## src/rtl/scl_rate_pkg.sv

```systemverilog
package scl_rate_pkg;

  // One-cycle strobes handed to the transfer engine.
  typedef struct packed {
    logic fall;
    logic rise;
    logic sample;
  } scl_strobe_t;

  localparam int DEF_LOW_TICKS  = 11;
  localparam int DEF_HIGH_TICKS = 11;
  localparam int DEF_SAMPLE_OFS = 5;

endpackage

```

## src/rtl/scl_div_stage.sv

```systemverilog
// One programmable divide-by-(limit+1) stage of the cascade.
module scl_div_stage #(
  parameter int W = 2
) (
  input  logic         clk,
  input  logic         rst_n,
  input  logic         clr,
  input  logic         en,
  input  logic [W-1:0] limit,
  output logic         tick
);

  logic [W-1:0] cnt;

  assign tick = en && (cnt == limit);

  always_ff @(posedge clk) begin
    if (!rst_n)      cnt <= '0;
    else if (clr)    cnt <= '0;
    else if (tick)   cnt <= '0;
    else if (en)     cnt <= cnt + 1'b1;
  end

endmodule

```

## src/rtl/scl_phase_seq.sv

```systemverilog
// Counts sub-ticks inside one SCL period and emits registered strobes.
module scl_phase_seq
  import scl_rate_pkg::*;
#(
  parameter int LOW_TICKS  = DEF_LOW_TICKS,
  parameter int HIGH_TICKS = DEF_HIGH_TICKS,
  parameter int SAMPLE_OFS = DEF_SAMPLE_OFS,
  localparam int TOTAL     = LOW_TICKS + HIGH_TICKS,
  localparam int PH_W      = $clog2(TOTAL)
) (
  input  logic            clk,
  input  logic            rst_n,
  input  logic            clr,
  input  logic            start,
  input  logic            subtick,
  output logic [PH_W-1:0] phase,
  output logic            boundary,
  output scl_strobe_t     strobe
);

  localparam logic [PH_W-1:0] PH_LAST = PH_W'(TOTAL - 1);
  localparam logic [PH_W-1:0] PH_RISE = PH_W'(LOW_TICKS - 1);
  localparam logic [PH_W-1:0] PH_SAMP = PH_W'(LOW_TICKS + SAMPLE_OFS - 1);

  assign boundary = subtick && (phase == PH_LAST);

  always_ff @(posedge clk) begin
    if (!rst_n)        phase <= '0;
    else if (clr)      phase <= '0;
    else if (subtick)  phase <= (phase == PH_LAST) ? '0 : phase + 1'b1;
  end

  always_ff @(posedge clk) begin
    if (!rst_n) begin
      strobe <= '0;
    end else begin
      strobe.fall   <= start || boundary;
      strobe.rise   <= subtick && (phase == PH_RISE);
      strobe.sample <= subtick && (phase == PH_SAMP);
    end
  end

endmodule

```

## src/rtl/scl_rate_gen.sv

```systemverilog
// Top: two cascaded divisors feeding a 22-sub-tick SCL phase sequencer.
module scl_rate_gen
  import scl_rate_pkg::*;
#(
  parameter int A_W        = 2,
  parameter int B_W        = 6,
  parameter int LOW_TICKS  = DEF_LOW_TICKS,
  parameter int HIGH_TICKS = DEF_HIGH_TICKS,
  parameter int SAMPLE_OFS = DEF_SAMPLE_OFS
) (
  input  logic           clk,
  input  logic           rst_n,
  input  logic           run,
  input  logic [A_W-1:0] div_a,
  input  logic [B_W-1:0] div_b,
  input  logic           scl_in,
  output logic           scl_fall,
  output logic           scl_rise,
  output logic           scl_sample
);

  localparam int TOTAL = LOW_TICKS + HIGH_TICKS;
  localparam int PH_W  = $clog2(TOTAL);
  localparam logic [PH_W-1:0] PH_HIGH0 = PH_W'(LOW_TICKS);

  logic            active;
  logic            run_go;
  logic            start;
  logic            clr;
  logic            stall;
  logic            cnt_en;
  logic            tick_a;
  logic            subtick;
  logic            boundary;
  logic [PH_W-1:0] phase;
  logic [A_W-1:0]  lat_a;
  logic [B_W-1:0]  lat_b;
  scl_strobe_t     strobe;

  assign run_go = active && run;
  assign start  = run && !active;
  assign clr    = !run_go;
  // Slave stretch: high half with the line still read low freezes everything.
  assign stall  = run_go && (phase >= PH_HIGH0) && !scl_in;
  assign cnt_en = run_go && !stall;

  always_ff @(posedge clk) begin
    if (!rst_n) active <= 1'b0;
    else        active <= run;
  end

  // Divisors track the inputs while idle, then reload only at a period edge.
  always_ff @(posedge clk) begin
    if (!rst_n) begin
      lat_a <= '0;
      lat_b <= '0;
    end else if (!run_go || boundary) begin
      lat_a <= div_a;
      lat_b <= div_b;
    end
  end

  scl_div_stage #(.W(A_W)) u_stage_a (
    .clk   (clk),
    .rst_n (rst_n),
    .clr   (clr),
    .en    (cnt_en),
    .limit (lat_a),
    .tick  (tick_a)
  );

  scl_div_stage #(.W(B_W)) u_stage_b (
    .clk   (clk),
    .rst_n (rst_n),
    .clr   (clr),
    .en    (tick_a),
    .limit (lat_b),
    .tick  (subtick)
  );

  scl_phase_seq #(
    .LOW_TICKS  (LOW_TICKS),
    .HIGH_TICKS (HIGH_TICKS),
    .SAMPLE_OFS (SAMPLE_OFS)
  ) u_phase (
    .clk      (clk),
    .rst_n    (rst_n),
    .clr      (clr),
    .start    (start),
    .subtick  (subtick),
    .phase    (phase),
    .boundary (boundary),
    .strobe   (strobe)
  );

  assign scl_fall   = strobe.fall;
  assign scl_rise   = strobe.rise;
  assign scl_sample = strobe.sample;

endmodule

```

## config.mk

```make
export PLATFORM = sky130hd
export DESIGN_NAME = scl_rate_gen
export DESIGN_NICKNAME = d
export VERILOG_FILES = /design/src/rtl/scl_rate_pkg.sv /design/src/rtl/scl_div_stage.sv /design/src/rtl/scl_phase_seq.sv /design/src/rtl/scl_rate_gen.sv
export SDC_FILE = /design/constraint.sdc
export NUM_CORES = 1
export LEC_CHECK = 0
export ABC_CLOCK_PERIOD_IN_PS = 3700
export BUFFER_PORTS_ARGS = -buffer_cell sky130_fd_sc_hd__clkbuf_2
export CAP_MARGIN = 5
export CORE_MARGIN = 1.5
export CORE_UTILIZATION = 25
export DETAILED_ROUTE_END_ITERATION = 12
export SETUP_SLACK_MARGIN = 0.4
export SYNTH_ARGS = -nofsm -noshare
export SYNTH_HDL_FRONTEND = slang
export SYNTH_SLANG_ARGS = --single-unit
```

## constraint.sdc

```tcl
create_clock -name clk -period 3.7 [get_ports clk]
set_input_delay 0.37 -clock clk [delete_from_list [all_inputs] [get_ports clk]]
set_output_delay 0.37 -clock clk [all_outputs]
set_load 0.02 [all_outputs]
```

==> results.sh <==
export IMPL_synth_warning_count=0
export IMPL_root_buffer="sky130_fd_sc_hd__clkbuf_8"
export IMPL_synth_nets=159
export IMPL_die_area_mm2=0.00558
export IMPL_multi_input_area_um2=754
export IMPL_groute_usage_overall_pct=9.65
export IMPL_tritoncts_num_sinks=25
export IMPL_critical_path_class="flop to flop"
export IMPL_synth_cell_area_mm2=0.00128
export IMPL_most_common_cell_after_layout_fill_and_taps_aside="sky130_fd_sc_hd__nand2_1"
export IMPL_finalHoldViolations=0
export IMPL_final_min_clock_period_ns=2.08
export IMPL_clk_pin_slew_worst_paths_ns=0.09
export IMPL_regArea_um2=500
export IMPL_antenna_diode_count=0
export IMPL_max_slew_margin_rel_pct=62.2
export IMPL_first_iter_violations=45
export IMPL_cts_hold_repair_buffers=0
export IMPL_synth_seq_cells=25
export IMPL_min_delay_path_class="input pin to flop"
export IMPL_dp_slack_ns=1.63
export IMPL_synth_lib_cells_used_distinct=34
export IMPL_critical_path_endpoint="u_phase.phase[3]"
export IMPL_cts_buffers=3
export IMPL_critical_path_startpoint="u_phase.phase[0]"
export IMPL_final_cell_mix="26 x sky130_fd_sc_hd__nand2_1, 25 x sky130_fd_sc_hd__dfxtp_1, 14 x sky130_fd_sc_hd__clkbuf_2"
export IMPL_placement_io_buffers=14
export IMPL_reg2regPathDepth=6
export IMPL_cts_htree_levels=1
export IMPL_fin_skew_ns=0.00275
export IMPL_via_per_inst=4.48
export IMPL_finalNetCount=174
export IMPL_floorplan_initialDensity_pct=26.5
export IMPL_grt_max_degree=23
export IMPL_area_growth_syn_to_layout_pct=14.4
export IMPL_rows=25
export IMPL_worst_setup_path_start_kind="flop"
export IMPL_ys_seq_area_share_pct=38.9
export IMPL_postLayoutCellArea_mm2=0.00147
export IMPL_status="finished clean"
export IMPL_first_global_vias=929
export IMPL_floorplan_core_area_mm2=0.00485
export IMPL_gr_total_overflow=0
export IMPL_chipWidth_um=74.7
export IMPL_utilization_pct=30.3
export IMPL_timing_rr_end="u_phase.phase[3]"
export IMPL_postRouteWirelength_mm=2.32
export IMPL_timing_worst_slew_pin_value_ns=0.562
export IMPL_setup_violations_final=0
export IMPL_drive_gt1_share_pct=15.4
export IMPL_ant_nets=0
export IMPL_ioPinCount=15
export IMPL_timing_rr_start="u_phase.phase[0]"
export IMPL_slew_violations=0
export IMPL_placed_cells=219
export IMPL_layoutNonFillerInstCount=223
export IMPL_drc=0
export IMPL_p_leak_nw=0.537
export IMPL_timing_fmax_ghz=0.481
export IMPL_crit_arrival_ns=2.25
export IMPL_post_route_period_util_pct=56.2
export IMPL_required_ns=3.87
export IMPL_layout_filler_cells=523
export IMPL_wire_length_of_the_first_global_routing_pass_mm=4.15
export IMPL_dieHeight_um=74.7
export IMPL_vdd_ir_drop_worst_mv=0.143
export IMPL_place_congestion=0.808
export IMPL_reg2reg_setup_slack_ns=1.62
export IMPL_wl_per_cell_um=10.4
export IMPL_cts_repair_timing_setup_buffer_count=0
export IMPL_antenna_violations_before_repair=0
export IMPL_post_cts_resized=0
export IMPL_place_area_mm2=0.00142
export IMPL_drt_pass1_iter_count=4
export IMPL_worst_path_max_fanout=9
export IMPL_power_density_mw_per_mm2=334
export IMPL_unrepaired_setup_endpoints_after_global_routing="false"
export IMPL_setup_worst_path_end_class="flop"
export IMPL_dp_hpwl_mm=1.68
export IMPL_ctsLongestPathBuffers=2
export IMPL_clock_latency_ns=0.27
export IMPL_tritoncts_clock_tree="done"
export IMPL_synthesis_area_per_instance_um2=9.05
export IMPL_setup_slack_ns=1.62
export IMPL_vias=999
export IMPL_timing_setup_tns_ns=0
export IMPL_postSynthCellCount=142
export IMPL_timing_max_cap_violations=0
==> how the worst min path moves through the flow <==
stage / from / endpoint / slack, ns / cells past startpoint
after global routing: div_b[4] / lat_b[4] / 0.31 / 3
after CTS: div_b[3] / lat_b[3] / 0.30 / 3
after detailed placement: lat_a[1] / lat_a[1] / 0.47 / 2
final: div_b[3] / lat_b[3] / 0.31 / 3
after global placement: lat_b[5] / lat_b[5] / 0.46 / 2
after floorplan: lat_b[0] / lat_b[0] / 0.45 / 2
==> per-layer routing <==
layer  GRT usage [%]  vias up  wire length, um
li1                -      527                -
met1            12.6      445             1230
met2            15.7       25              977
met3            2.81        2              105
met4            2.63        0                8
met5               0        -                0
==> synthesized netlist by cell type <==
master,number,area share (%)
sky130_fd_sc_hd__xnor2_1,8,5.5
sky130_fd_sc_hd__and3_1,5,2.4
sky130_fd_sc_hd__and4b_1,1,0.78
sky130_fd_sc_hd__clkbuf_1,4,1.2
sky130_fd_sc_hd__dfxtp_1,25,39
sky130_fd_sc_hd__nand2b_1,2,0.97
sky130_fd_sc_hd__nand3_1,3,1.2
sky130_fd_sc_hd__a31oi_4,1,1.7
sky130_fd_sc_hd__nor3_1,3,1.2
sky130_fd_sc_hd__o2111a_1,1,0.88
sky130_fd_sc_hd__nor2b_1,2,0.97
sky130_fd_sc_hd__nand4_1,2,0.97
sky130_fd_sc_hd__nor4bb_1,1,0.78
sky130_fd_sc_hd__xor2_1,1,0.68
sky130_fd_sc_hd__a2bb2oi_1,2,1.4
sky130_fd_sc_hd__inv_1,4,1.2
sky130_fd_sc_hd__a211oi_2,1,0.97
sky130_fd_sc_hd__a21oi_1,4,1.6
sky130_fd_sc_hd__nor2_1,11,3.2
sky130_fd_sc_hd__o2111ai_2,1,1.2
sky130_fd_sc_hd__o21ai_0,2,0.78
sky130_fd_sc_hd__nand2_1,26,7.6
sky130_fd_sc_hd__and2_1,2,0.97
sky130_fd_sc_hd__ha_1,5,4.9
sky130_fd_sc_hd__mux2_2,1,0.88
sky130_fd_sc_hd__nor4_4,1,1.7
sky130_fd_sc_hd__mux2i_1,12,9.3
sky130_fd_sc_hd__nor3b_1,1,0.58
sky130_fd_sc_hd__a32o_1,1,0.78
sky130_fd_sc_hd__or3_1,4,1.9
sky130_fd_sc_hd__a31o_2,1,0.68
sky130_fd_sc_hd__a31oi_1,1,0.49
sky130_fd_sc_hd__o211a_1,1,0.78
sky130_fd_sc_hd__o211ai_1,2,1.2
==> sequential cells by signal, indices dropped and copies added (netlist names) <==
register and count:
u_stage_b.cnt 6, u_stage_a.cnt 2, lat_a 2, active 1, lat_b 6, u_phase.phase 5
u_phase.strobe 3
==> critical path, cell delays in order (launching register included) <==
cell                        delay, ns
sky130_fd_sc_hd__dfxtp_1         0.38
sky130_fd_sc_hd__ha_1            0.27
sky130_fd_sc_hd__a211oi_2        0.21
sky130_fd_sc_hd__o2111ai_2       0.20
sky130_fd_sc_hd__nor4_4          0.58
sky130_fd_sc_hd__nand4_1         0.18
sky130_fd_sc_hd__mux2i_1         0.15
==> per-stage QoR <==
stage | hold WS (ns) | total power, mW
final | 0.311 | 0.492
after global placement | 0.460 | 0.333
after floorplan | 0.451 | 0.319
after detailed placement | 0.467 | 0.333
after CTS | 0.304 | 0.496
after global routing | 0.310 | 0.512
==> where the power goes <==
group,leakage [nW],internal (mW),switching [mW]
clock,0.0255,0.0754,0.0899
combinational,0.307,0.0194,0.0266
sequential,0.204,0.276,0.00459
==> layout make-up <==
| cell class | instances | area share [%] |
|---|---|---|
| Tap cell | 67 | 5.70 |
| Timing Repair Buffer | 14 | 4.77 |
| Sequential cell | 25 | 34.0 |
| Inverter | 4 | 1.02 |
| Multi-Input combinational cell | 109 | 51.3 |
| Clock inverter | 1 | 0.340 |
| Clock buffer | 3 | 2.81 |
==> logic make-up after synthesis <==
group,Yosys count,synth area share (%)
buf+inv,8,2.34
xor+xnor,9,6.13
compound gates,18,12.3
mux,13,10.2
fa+ha+maj,5,4.87
simple gates,64,25.2
flops,25,38.9
No activity file was read; power rests on OpenSTA's default activity.
